$ cat config.mk
export PLATFORM = sky130hd
export DESIGN_NAME = segDynAdder
export DESIGN_NICKNAME = d
export VERILOG_FILES = /design/src/rtl/segadd_pkg.sv /design/src/rtl/segCtrl.sv /design/src/rtl/segDatapath.sv /design/src/rtl/segOutStage.sv /design/src/rtl/segDynAdder.sv
export SDC_FILE = /design/constraint.sdc
export NUM_CORES = 1
export LEC_CHECK = 0
export BUFFER_PORTS_ARGS = -buffer_cell sky130_fd_sc_hd__clkbuf_2
export CORE_MARGIN = 4
export CORE_UTILIZATION = 35
export DETAILED_ROUTE_END_ITERATION = 10
export PLACE_DENSITY = 0.78
export SYNTH_ARGS = -nofsm -noshare
export SYNTH_HDL_FRONTEND = slang
export SYNTH_SLANG_ARGS = --single-unit
$ cat constraint.sdc
create_clock -name clk -period 1.15 [get_ports clk]
set_clock_uncertainty 0.05 [all_clocks]
set_input_delay 0.1725 -clock clk [delete_from_list [all_inputs] [get_ports clk]]
set_output_delay 0.1725 -clock clk [all_outputs]
set_load 0.02 [all_outputs]
$ cat src/rtl/segadd_pkg.sv
package segadd_pkg;

  // Per-segment strobes from the boundary decoder to the datapath.
  typedef struct packed {
    logic takeShared; // segment starts a group: use the shared carry-in
    logic groupTop;   // segment ends a group: its carry is reported
  } segStrobe_t;

endpackage

$ cat src/rtl/segCtrl.sv
module segCtrl
  import segadd_pkg::*;
#(
  parameter int NUM_SEG = 8
) (
  input  logic [NUM_SEG-2:0]            joinCtrl,
  output segStrobe_t [NUM_SEG-1:0]      strobes
);

  // Extend the control word with an implicit "open" boundary above the top.
  logic [NUM_SEG-1:0] joinAbove;
  logic [NUM_SEG-1:0] joinBelow;

  assign joinAbove = {1'b0, joinCtrl};
  assign joinBelow = {joinCtrl, 1'b0};

  for (genvar s = 0; s < NUM_SEG; s++) begin : g_seg
    assign strobes[s].takeShared = ~joinBelow[s];
    assign strobes[s].groupTop   = ~joinAbove[s];
  end

endmodule

$ cat src/rtl/segDatapath.sv
module segDatapath
  import segadd_pkg::*;
#(
  parameter int DATA_W  = 32,
  parameter int NUM_SEG = 8
) (
  input  logic [DATA_W-1:0]        opA,
  input  logic [DATA_W-1:0]        opB,
  input  logic                     carryIn,
  input  segStrobe_t [NUM_SEG-1:0] strobes,
  output logic [DATA_W-1:0]        sumComb,
  output logic [NUM_SEG-1:0]       carryComb
);

  localparam int SEG_W = DATA_W / NUM_SEG;

  logic [NUM_SEG-1:0] rawCarry;

  for (genvar s = 0; s < NUM_SEG; s++) begin : g_seg
    logic              segCin;
    logic [SEG_W-1:0]  segA;
    logic [SEG_W-1:0]  segB;
    logic [SEG_W-1:0]  segSum;
    logic [SEG_W:0]    chain;

    assign segA = opA[s*SEG_W +: SEG_W];
    assign segB = opB[s*SEG_W +: SEG_W];

    // Boundary multiplexer: the carry from below, or the shared carry-in.
    if (s == 0) begin : g_base
      assign segCin = carryIn;
    end else begin : g_upper
      assign segCin = strobes[s].takeShared ? carryIn : rawCarry[s-1];
    end

    // Ripple chain inside the segment.
    always_comb begin
      chain[0] = segCin;
      for (int j = 0; j < SEG_W; j++) begin
        segSum[j]  = segA[j] ^ segB[j] ^ chain[j];
        chain[j+1] = (segA[j] & segB[j]) | (chain[j] & (segA[j] ^ segB[j]));
      end
    end

    assign sumComb[s*SEG_W +: SEG_W] = segSum;
    assign rawCarry[s]  = chain[SEG_W];
    // Boundary AND gate: report only at the top of a group.
    assign carryComb[s] = rawCarry[s] & strobes[s].groupTop;
  end

endmodule

$ cat src/rtl/segOutStage.sv
module segOutStage #(
  parameter int DATA_W  = 32,
  parameter int NUM_SEG = 8,
  parameter bit REG_OUT = 1'b1
) (
  input  logic               clk,
  input  logic               rstN,
  input  logic [DATA_W-1:0]  sumComb,
  input  logic [NUM_SEG-1:0] carryComb,
  output logic [DATA_W-1:0]  sumOut,
  output logic [NUM_SEG-1:0] carryOut
);

  if (REG_OUT) begin : g_reg
    always_ff @(posedge clk or negedge rstN) begin
      if (!rstN) begin
        sumOut   <= '0;
        carryOut <= '0;
      end else begin
        sumOut   <= sumComb;
        carryOut <= carryComb;
      end
    end
  end else begin : g_comb
    logic unusedClk;
    assign unusedClk = clk ^ rstN;
    assign sumOut    = sumComb;
    assign carryOut  = carryComb;
  end

endmodule

$ cat src/rtl/segDynAdder.sv
module segDynAdder
  import segadd_pkg::*;
#(
  parameter int DATA_W  = 32,
  parameter int NUM_SEG = 8,
  parameter bit REG_OUT = 1'b1
) (
  input  logic               clk,
  input  logic               rstN,
  input  logic [DATA_W-1:0]  opA,
  input  logic [DATA_W-1:0]  opB,
  input  logic [NUM_SEG-2:0] joinCtrl,
  input  logic               carryIn,
  output logic [DATA_W-1:0]  sumOut,
  output logic [NUM_SEG-1:0] carryOut
);

  segStrobe_t [NUM_SEG-1:0] strobes;
  logic [DATA_W-1:0]        sumComb;
  logic [NUM_SEG-1:0]       carryComb;

  segCtrl #(.NUM_SEG(NUM_SEG)) ctrl_i (
    .joinCtrl (joinCtrl),
    .strobes  (strobes)
  );

  segDatapath #(.DATA_W(DATA_W), .NUM_SEG(NUM_SEG)) dp_i (
    .opA       (opA),
    .opB       (opB),
    .carryIn   (carryIn),
    .strobes   (strobes),
    .sumComb   (sumComb),
    .carryComb (carryComb)
  );

  segOutStage #(.DATA_W(DATA_W), .NUM_SEG(NUM_SEG), .REG_OUT(REG_OUT)) out_i (
    .clk       (clk),
    .rstN      (rstN),
    .sumComb   (sumComb),
    .carryComb (carryComb),
    .sumOut    (sumOut),
    .carryOut  (carryOut)
  );

endmodule

After elaboration in Yosys (flattened, before gate mapping)
Cells that the tools add are included.
Operators by class
  shifts and indexed selects: 0
  div/mod/pow operators: 0
  $add $sub $neg: 0
  bitwise operators: 174
  equality and inequality tests: 0
  multipliers: 0
  reductions and logical operators: 0
  magnitude comparators: 0
  multiplexer cells: 7
Operators by type and width (number)
  bitwise AND 1 bit: 71
  bitwise XOR 1 bit: 64
  bitwise OR 1 bit: 32
  2-to-1 mux 1 bit: 7
  inverter 1 bit: 7
Storage, ports and cells
  bits in latches: 0
  register bits: 40
  memory bits (read-only): 0
  memories kept: 0
  memory bits (writable): 0
  bits of input ports: 74
  output and inout bits: 40

Logic depth before layout (Yosys ltp)
Gate-level depths: netlist (run 1).
  depth after elaboration: 72
  mapped depth: 43
  gate-level depth less buffers: 43

By module
Synthesis (run 1) repeated with hierarchy kept, for this count alone.
Second synthesis, totals
  cell total of the unflattened synthesis: 109
  area, all modules: 1886.8 sq um
Modules (own cells, without submodules)
  segOutStage: cells an instance 40, instances 1, sequential area each 1001.0 sq um, area an instance 1001.0 sq um
  segDatapath: cells an instance 52, instances 1, sequential area each 0.0 sq um, area an instance 788.3 sq um
  segCtrl: cells an instance 17, instances 1, sequential area each 0.0 sq um, area an instance 97.6 sq um

Worst setup path after synthesis (run 1)
Ideal clock, no wire load.
  path type: in2reg
  start: input opA[0]
  end: register out_i.sumOut[31]
  stages on the path: 43
  library setup time: 0.064 ns
  setup slack: -13.072 ns
  data arrival time: 14.108 ns
  required time: 1.036 ns
  path through: fa_1 fa_1 fa_1 fa_1 mux2_2 fa_1 fa_1 fa_1 fa_1 mux2_2 fa_1 fa_1 fa_1 fa_1 mux2_2 fa_1 fa_1 inv_1 [... 7 more ...] fa_1 mux2_2 fa_1 fa_1 fa_1 fa_1 mux2_2 fa_1 fa_1 fa_1 fa_1 mux2_2 fa_1 fa_1 fa_1 inv_1 fa_1 inv_1
Between the ends
  longest elaborated chain between the ends: 71
Ends and longest elaborated chain
  start, declared: line segDynAdder.sv:10  | input logic [DATA_W-1:0] opA,
  bitwise XOR 1 bit: line segDatapath.sv:41  | chain[j+1] = (segA[j] & segB[j]) | (chain[j] & (segA[j] ^ segB[j]));
  bitwise AND 1 bit: line segDatapath.sv:41
  bitwise OR 1 bit (*): line segDatapath.sv:41
  bitwise AND 1 bit (*): line segDatapath.sv:41
  bitwise OR 1 bit (*): line segDatapath.sv:41
  bitwise AND 1 bit (*): line segDatapath.sv:41
  bitwise OR 1 bit (*): line segDatapath.sv:41
  bitwise AND 1 bit (*): line segDatapath.sv:41
  [... 56 more ...]
  bitwise AND 1 bit (*): line segDatapath.sv:41
  bitwise OR 1 bit (*): line segDatapath.sv:41
  bitwise AND 1 bit (*): line segDatapath.sv:41
  bitwise OR 1 bit (*): line segDatapath.sv:41
  bitwise AND 1 bit (*): line segDatapath.sv:41
  bitwise OR 1 bit (*): line segDatapath.sv:41
  bitwise XOR 1 bit (*): line segDatapath.sv:40  | segSum[j] = segA[j] ^ segB[j] ^ chain[j];
  net dp_i.sumComb[31]: line segDatapath.sv:11  | output logic [DATA_W-1:0] sumComb,
  end signal, assigned: line segOutStage.sv:20  | sumOut <= sumComb;
  end, declared: line segOutStage.sv:10  | output logic [DATA_W-1:0] sumOut,
Mark *: on every way through the listed nets, which the timed path passes. The rest lies on a longest branch.

Final worst setup path (run 1)
Ends and elaborated chain as after synthesis.

==> metrics.md, run 1 <==
| Metric | Value |
|---|---|
| Fmax | approximately 75 MHz |
| LEAKAGE | between 1 and 1.5 nW |
| N_diodes | 0 |
| Overflow after GRT | 0 |
| Gate Count Post-Synth | 96 |
| CTS H-Tree Depth | 2 |
| Failing checks | negative setup slack |
| First-pass GRT wire length | 6.40 mm |
| CTS Sinks | 40 |
| Row cnt | 25 |
| Core Area | between 4000 and 5000 µm² |
| Hold_ws | 0.151 ns |
| Critical path required time | around 1.3 ns |
| Endpoint class of the critical path | register |
| Worst Path Max Fanout | 2 |
| Fin nets | between 300 and 400 |
| Sequential share of the synthesized area | between 50 and 60% |
| Synth warn | 0 |
| # IOs | between 100 and 150 |
| Number of DRC markers in iteration 0 | 12 |
| Die Span X | about 80 µm |
| Chip Height | between 80 and 90 µm |
| Via count | approximately 1.2k |
| DRT Pass-1 Iters | 3 |
| Final setup viols | 38 |
| Most common cell after layout, fill and taps aside | clkbuf_2 |
| Largest net degree at the start of global routing | around 40 |
| Netlist cell types | 5 |
| Power density over cell area | around 1400 nW/µm² |
| Unrepaired setup endpoints after global routing | true |
| Biggest cell delay along the critical path | ~0.4 ns |
| HP Class | input port to register |
| Vias in the first global route | around 1.4k |
| Cts bufs inserted | 5 |
| Hold Fails Final Rpt | 0 |
| CTS root buf | clkbuf_8 |
| Final GP Congestion | 0.812 |
| CTS clock-pin slew for the worst setup and hold paths | approximately 0.07 ns |
| Fin. max-slew vios | 0 |
| Synthesis-stage register bit count | 40 |
| Mapped cell area | around 1800 µm² |
| HPWL Detailed | 3.55 mm |
| Drc violations | 0 |
| Share of layout cells above drive strength 1 | between 70% and 80% |
| Final design utilization | a little under three fifths |
| Relative slew margins | about 86% |
| CP most frequent cell | fa_2 |
| WS Path Type | input port to register |
| WP data arrival | 13.44 ns |
| Outcome | finished with violations |
| I/O Buffers | 113 |
| Initial Utilization | 37.3% |
| Final period util | 1150% |
| Antenna Nets Post-Route | 0 |
| Worst path slowest cell | fa_2 |
| Peak supply drop | 756 µV |
| Final WL | approximately 4 mm |
| Initial antenna violation count | 0 |
| Max Root-Sink Buffers | 2 |
| Worst setup margin | -12.12 ns |
| Die Footprint | between 6000 and 7000 µm² |
| Slew @ Worst Pin | 0.206 ns |
| Most frequent cells in the layout | 111 x clkbuf_2, 40 x dfrtp_1, 30 x fa_2 |
| Crit path time final | 13.27 ns |
| Synthesized Nets | 202 |
| CP Launch Type | input port |
| Syn avg cell area | 19.0 µm² |
| CTS tree | yes |
| MaxCap Viol Count | 0 |
| Area growth syn-to-layout | 49.7% |
| Vias per cell | around 4 |
| GRT Util Overall | 13.6% |
| Routed wire per std cell | about 14 µm |
-- cell usage after synthesis --
library cell	count	area, µm²
dfrtp_1	40	1000
fa_1	32	641
inv_1	10	37.5
and2b_2	7	61.3
mux2_2	7	78.8
-- layout make-up --
cell class | count | area (µm²)
Fill cell | 404 | 2160
Multi-Input combinational cell | 46 | 882
Tap cell | 67 | 83.8
Timing Repair Buffer | 119 | 638
Inverter | 10 | 37.5
Sequential cell | 40 | 1000
Clock inverter | 2 | 12.5
Clock buffer | 5 | 68.8
-- layer usage --
metal / track usage [%] / vias to the layer above / wire [µm]
met5: 0 / - / 0
met4: 4.56 / 0 / 52
met3: 6.73 / 4 / 527
met2: 22.4 / 79 / 2010
met1: 15.5 / 568 / 1460
li1: - / 536 / -
-- flip-flops by register name (all words and copies together), names as in the netlist --
signal / flops
out_i.sumOut: 32
out_i.carryOut: 8
-- critical path, delay by kind of cell --
kind,cells,cell delay [ns]
adder cells (fa/ha/maj),32,11.00
multiplexers,7,1.90
buffers and inverters,5,0.33
-- cell families (layout without fill, tap and decap cells) --
| logic type | count (synthesis) | count (layout) | synth area share, % |
|---|---|---|---|
| AND/OR/NAND/NOR | 7 | 7 | 3.37 |
| buffers and inverters | 10 | 136 | 2.06 |
| flip-flops | 40 | 40 | 55.0 |
| multiplexers | 7 | 7 | 4.33 |
| adder cells (fa/ha/maj) | 32 | 32 | 35.2 |
-- what timing repair did --
action                                  4_1_cts  5_1_grt
endpoints found under the hold margin        40        0
buffers inserted                              1        1
resized for setup                             0        4
endpoints found under the setup margin       38       38
hold buffers                                  1        0
-- power by group --
part,total [W],internal (W),switching [W]
clock network,0.000850,0.000410,0.000440
logic,0.00118,0.000484,0.000699
registers,0.00172,0.00165,0.0000666
-- worst paths after layout --
path	slack, ns	from	to	cells past startpoint
setup / recovery	-12.12	opA[0]	out_i.sumOut[31]	44
hold / removal	0.15	opB[25]	out_i.sumOut[25]	2
max in group asynchronous	0.53	rstN	out_i.sumOut[9]	3
min in group asynchronous	0.33	rstN	out_i.carryOut[7]	3
-- per-stage QoR --
stage	area [µm²]	TNS [ns]	worst slack [ns]	total power (W)	cells
2_1_floorplan	1920	-236.02	-11.86	0.00234	96
3_3_place_gp	2610	-248.36	-12.27	0.00290	279
3_5_place_dp	2610	-250.95	-12.44	0.00294	279
4_1_cts	2700	-239.48	-12.14	0.00382	288
5_1_grt	2720	-243.85	-12.33	0.00402	289
6_report	2720	-238.74	-12.12	0.00375	289
Note: power is estimated with default switching activity, not from simulation.
==> run 2: changes to the inputs <==
Settings changed: SKIP_CTS_REPAIR_TIMING from default to 1.
Clock period 1.15 ns to 15.39 ns, I/O delays scaled along.
==> run 2 against run 1 <==
  * Non-clock buffer count is 5 lower
  * Clock-buffer cell count is 1 higher
  * Worst hold slack better by 2.0 ns
  * The flow now finishes without violations
  * Critical path type unchanged
==> metrics.md, run 2 (synthesized netlist as in run 1, its figures left out) <==
| Metric | Value |
|---|---|
| Outcome | finished clean |
| Hold_ws | 2.12 ns (+1.97 ns) |
| Biggest register | out_i.sumOut |
| Row cnt | 25 (unchanged) |
| First-pass GRT wire length | 6.42 mm (+0.31%) |
| HP Class | input port to async pin |
| Critical path required time | 15.57 ns (+14.25 ns) |
| Crit path time final | 15.39 ns |
| Vias per cell | 4.21 (+2.6%) |
| # IOs | 114 (unchanged) |
| Slew @ Worst Pin | 0.991 ns (+0.785 ns) |
| CP Launch Type | input port |
| Worst path slowest cell | fa_2 |
| Int Power | 0.000206 W (-92%) |
| Peak supply drop | 54.5 µV (-93%) |
| Core Area | 4880 µm² (unchanged) |
| Sw Share | 31.0% (-1.2 points) |
| Overflow after GRT | 0 (unchanged) |
| Fin nets | 323 (-1.5%) |
| Relative slew margins | 33.9% (-52 points) |
| Final period util | roughly 100% |
| LEAKAGE | 1.36 nW (-1.2%) |
| Fmax | approximately 65 MHz |
| DRT Pass-1 Iters | 4 (+1) |
| Most common cell after layout, fill and taps aside | clkbuf_2 |
| CTS clock-pin slew for the worst setup and hold paths | 0.08 ns (about the same) |
| HPWL Detailed | 3.69 mm (+4.2%) |
| Worst setup margin | 0.00409 ns (+12.12 ns) |
| Initial antenna violation count | 0 (unchanged) |
| Final WL | 4.26 mm (+5.3%) |
| Number of DRC markers in iteration 0 | 15 (+3) |
| N_diodes | 0 (unchanged) |
| Hold Fails Final Rpt | 0 (unchanged) |
| MaxCap Viol Count | 0 (unchanged) |
| Max Root-Sink Buffers | 2 (unchanged) |
| Biggest regs | out_i.sumOut (32), out_i.carryOut (8) |
| Fin. max-slew vios | 0 (unchanged) |
| Routed wire per std cell | 15.0 µm (+6.8%) |
| Drc violations | 0 (unchanged) |
| Die Footprint | 6420 µm² (unchanged) |
| Max reg flops | 32 (unchanged) |
| CTS H-Tree Depth | 2 (unchanged) |
| Power, Total | 0.000298 W (-92%) |
| CTS root buf | clkbuf_8 |
| Crit path launch | opA[0] |
| CP most frequent cell | fa_2 |
| Final setup viols | 0 (-100%) |
| Final TNS setup | 0 ns (+238.74 ns) |
| Unrepaired setup endpoints after global routing | true |
| WS Path Type | input port to register |
| Register share of total power | 42.9% (-2.9 points) |
| Vias in the first global route | 1417 (+1.7%) |
| Share of layout cells above drive strength 1 | 78.4% (+1.4 points) |
| Most frequent cells in the layout | 111 x clkbuf_2, 40 x dfrtp_1, 32 x fa_2 |
| Largest net degree at the start of global routing | 41 (unchanged) |
| DP Worst Slack | -0.847 ns (+11.60 ns) |
| Cts bufs inserted | 5 (unchanged) |
| Combinational share of power | 29.1% (-2.5 points) |
| CTS tree | yes |
| I/O Buffers | 113 (unchanged) |
| WP data arrival | 15.57 ns (+2.13 ns) |
| Chip Height | 80.1 µm (unchanged) |
| Power density over cell area | 110 nW/µm² (-92%) |
| Area growth syn-to-layout | 48.6% |
| Capture point of the worst path | out_i.sumOut[31] |
| Initial Utilization | 37.3% (unchanged) |
| Endpoint class of the critical path | register |
| Clock network power share | 28.0% (+5.3 points) |
| Antenna Nets Post-Route | 0 (unchanged) |
| Worst Path Max Fanout | 2 (unchanged) |
| GRT Util Overall | 14.0% (+0.36 points) |
| Via count | 1201 (+1.2%) |
| CTS Sinks | 40 (unchanged) |
| Switching power | 0.0000924 W (-92%) |
| Biggest cell delay along the critical path | 0.41 ns (about the same) |
| Die Span X | 80.1 µm (unchanged) |
| FILL cells | 416 (+3.0%) |
| Final GP Congestion | 0.738 (-9.0%) |
## run 2: changes by cell type in the layout (fill, tap and decap cells not counted), sizes merged
cell,before,now
clkbuf,116,117
clkinvlp,1,0
bufinv,0,1
dlygate4sd3,1,0
buf,7,3
## run 2: layout make-up
type / count / area (µm²) / area share [%]
Clock buffer: 6 / 72.6 / 2.69
Clock inverter: 2 / 35.0 / 1.30
Multi-Input combinational cell: 46 / 887 / 32.8
Inverter: 10 / 37.5 / 1.39
Tap cell: 67 / 83.8 / 3.10
Timing Repair Buffer: 114 / 586 / 21.7
Sequential cell: 40 / 1000 / 37.0
## run 2: power by group through the flow
stage / clock, W / sequential (W) / combinational [W]
after floorplan: 0 / 0.000155 / 0.0000182
after global placement: 0 / 0.000130 / 0.0000825
after CTS: 0.0000865 / 0.000128 / 0.0000865
after detailed placement: 0 / 0.000130 / 0.0000865
after global routing: 0.0000913 / 0.000130 / 0.0000962
final: 0.0000836 / 0.000128 / 0.0000868
## run 2: routing by layer
metal  track usage [%]  vias up  share of wire, %
met5                 0        -                 0
met4              4.56        0               1.3
met3              8.41        5                15
met2              24.3       86                51
met1              13.6      582                32
li1                  -      528                 -
## run 2: worst min path at each step
| stage | from | to | slack, ns | cells past startpoint |
|---|---|---|---|---|
| 4_1_cts | rstN | out_i.carryOut[7] | 2.15 | 1 |
| 3_5_place_dp | rstN | out_i.carryOut[7] | 2.47 | 1 |
| 6_report | rstN | out_i.carryOut[6] | 2.12 | 1 |
| 5_1_grt | rstN | out_i.carryOut[6] | 2.21 | 1 |
| 2_1_floorplan | rstN | out_i.carryOut[0] | 1.96 | 0 |
| 3_3_place_gp | rstN | out_i.carryOut[7] | 2.46 | 1 |
## run 2: metrics by stage
stage,area [µm²],util (%),instances
final,2700,55.4,285
after global routing,2700,55.4,285
after CTS,2640,54.0,285
after detailed placement,2530,51.8,277
after global placement,2530,51.8,277
after floorplan,1870,-,96
## run 2: worst max-delay path, delay by kind of cell
kind	cells	cell delay, ns
buffers and inverters	5	0.32
muxes	7	1.90
adders and majority gates	32	11.03
==> run 3: changes to the inputs <==
Settings changed: CORE_UTILIZATION 35 to 46, PLACE_DENSITY 0.78 to 0.95.
==> run 3 against run 2 <==
  * The run now ends with negative setup slack left
  * Sequential power hardly changed
  * Cell area shrank 1.7%
  * Combinational power rose by 0.5%
  * Clock-buffer cell count unchanged
  * Critical path type unchanged
  * Largest power group unchanged
==> metrics.md, run 3 (synthesized netlist as in run 1, its figures left out) <==
| Metric | Value |
|---|---|
| Multi-input logic area | 887 µm² (unchanged) |
| Area growth syn-to-layout | 46.0% |
| Final design utilization | 71.0% (+16 points) |
| Endpoint class of the critical path | register |
| Max reg flops | 32 (unchanged) |
| Power density over cell area | 104 nW/µm² (-5.4%) |
| Initial antenna violation count | 0 (unchanged) |
| Fmax | 64.5 MHz (-0.80%) |
| Final period util | 101% (+0.81 points) |
| Vias in the first global route | 1418 (+0.071%) |
| MaxCap Viol Count | 0 (unchanged) |
| N_diodes | 0 (unchanged) |
| Crit path time final | 15.51 ns (+0.125 ns) |
| Via count | 1203 (+0.17%) |
| Core Area | 3740 µm² (-23%) |
| Biggest regs | out_i.sumOut (32), out_i.carryOut (8) |
| Fin nets | 324 (+0.31%) |
| GRT Util Overall | 17.7% (+3.7 points) |
| Relative slew margins | 37.1% (+3.2 points) |
| I/O Buffers | 113 (unchanged) |
| Unrepaired setup endpoints after global routing | true |
| Number of DRC markers in iteration 0 | 39 (+24) |
| Worst path slowest cell | fa_2 |
| Failing checks | negative setup slack |
| WS Path Type | input port to register |
| WP data arrival | 15.68 ns (+0.11 ns) |
| Fin. max-slew vios | 0 (unchanged) |
| Peak supply drop | 64.7 µV (+19%) |
| CP most frequent cell | fa_2 |
| Worst Path Max Fanout | 2 (unchanged) |
| Share of layout cells above drive strength 1 | 78.9% (+0.46 points) |
| CTS clock-pin slew for the worst setup and hold paths | 0.07 ns (about the same) |
| Biggest cell delay along the critical path | 0.43 ns (+0.02 ns) |
| DP Worst Slack | -0.735 ns (+0.112 ns) |
| Final GP Congestion | 0.738 (about the same) |
| Vias per cell | 4.52 (+7.3%) |
| Storage element area | 1000 µm² (unchanged) |
| HP Class | input port to async pin |
| Die Footprint | 5020 µm² (-22%) |
| Worst setup margin | -0.121 ns (-0.125 ns) |
| CTS H-Tree Depth | 2 (unchanged) |
| Routed wire per std cell | 15.2 µm (+1.8%) |
| CTS tree | yes |
| Antenna Nets Post-Route | 0 (unchanged) |
| FILL cells | 282 (-32%) |
| Max Root-Sink Buffers | 2 (unchanged) |
| HPWL Detailed | 3.49 mm (-5.5%) |
| Hold Fails Final Rpt | 0 (unchanged) |
| Cts bufs inserted | 5 (unchanged) |
| Post-Place Cells | 258 (-6.9%) |
| LEAKAGE | 1.35 nW (-0.77%) |
| Final TNS setup | -0.121 ns (-0.121 ns) |
| CTS root buf | clkbuf_8 |
| Final WL | 4.05 mm (-5.0%) |
| Final setup viols | 1 (+1) |
| Slew @ Worst Pin | 0.944 ns (-0.0475 ns) |
| Die Span X | 70.9 µm (-11%) |
| # IOs | 114 (unchanged) |
| First-pass GRT wire length | 6.58 mm (+2.4%) |
| Chip Height | 70.9 µm (-11%) |
| Biggest register | out_i.sumOut |
| Non-filler cells, final | 266 (-6.7%) |
| Most frequent cells in the layout | 111 x clkbuf_2, 40 x dfrtp_1, 32 x fa_2 |
| Critical path required time | 15.56 ns (about the same) |
| DRT Pass-1 Iters | 2 (-2) |
| CTS Sinks | 40 (unchanged) |
| Largest net degree at the start of global routing | 41 (unchanged) |
| Row cnt | 22 (-12%) |
| CP Launch Type | input port |
| Initial Utilization | 48.6% (+11 points) |
| Overflow after GRT | 0 (unchanged) |
| Hold_ws | 2.11 ns (-0.00544 ns) |
| Most common cell after layout, fill and taps aside | clkbuf_2 |
| Drc violations | 0 (unchanged) |
| Outcome | finished with violations |
-- run 3: cell count changes in the layout (fill, tap and decap cells not counted), sizes merged --
cell | previous run | this run
bufinv | 1 | 0
buf | 3 | 4
-- run 3: routing by layer --
metal	global-route usage, %	part of all wire, %
met5	0	0
met4	4.38	0.99
met3	10.2	15
met2	30.8	52
met1	18.3	32
-- run 3: worst max-delay path: cells and delay by family --
family                   cells  cell delay (ns)
adder cells (fa/ha/maj)     32            11.18
buffers and inverters        5             0.31
multiplexers                 7             1.90
-- run 3: area by class of cell --
| class | count | area share [%] |
|---|---|---|
| Clock buffer | 6 | 2.73 |
| Sequential cell | 40 | 37.7 |
| Multi-Input combinational cell | 46 | 33.4 |
| Clock inverter | 1 | 0.188 |
| Inverter | 10 | 1.41 |
| Timing Repair Buffer | 115 | 22.3 |
| Tap cell | 48 | 2.26 |
-- run 3: power by group --
| group | total, W | internal (W) | switching [W] |
|---|---|---|---|
| sequential | 0.000128 | 0.000123 | 0.00000467 |
| combinational | 0.0000872 | 0.0000351 | 0.0000522 |
| clock | 0.0000622 | 0.0000308 | 0.0000314 |
-- run 3: how the worst max path moves through the flow --
stage / endpoint / startpoint / slack [ns]
floorplan: out_i.sumOut[31] / opA[0] / -0.13
global placement: out_i.sumOut[31] / carryIn / -0.53
detailed placement: out_i.sumOut[31] / carryIn / -0.73
CTS: out_i.sumOut[31] / carryIn / -0.44
global route: out_i.sumOut[31] / opA[0] / -0.42
finish: out_i.sumOut[31] / opA[0] / -0.12
-- run 3: per-stage QoR --
step                cell area [µm²]  power (W)
floorplan                      1870   0.000173
global placement               2500   0.000211
detailed placement             2500   0.000215
CTS                            2580   0.000279
global route                   2660   0.000297
finish                         2660   0.000277
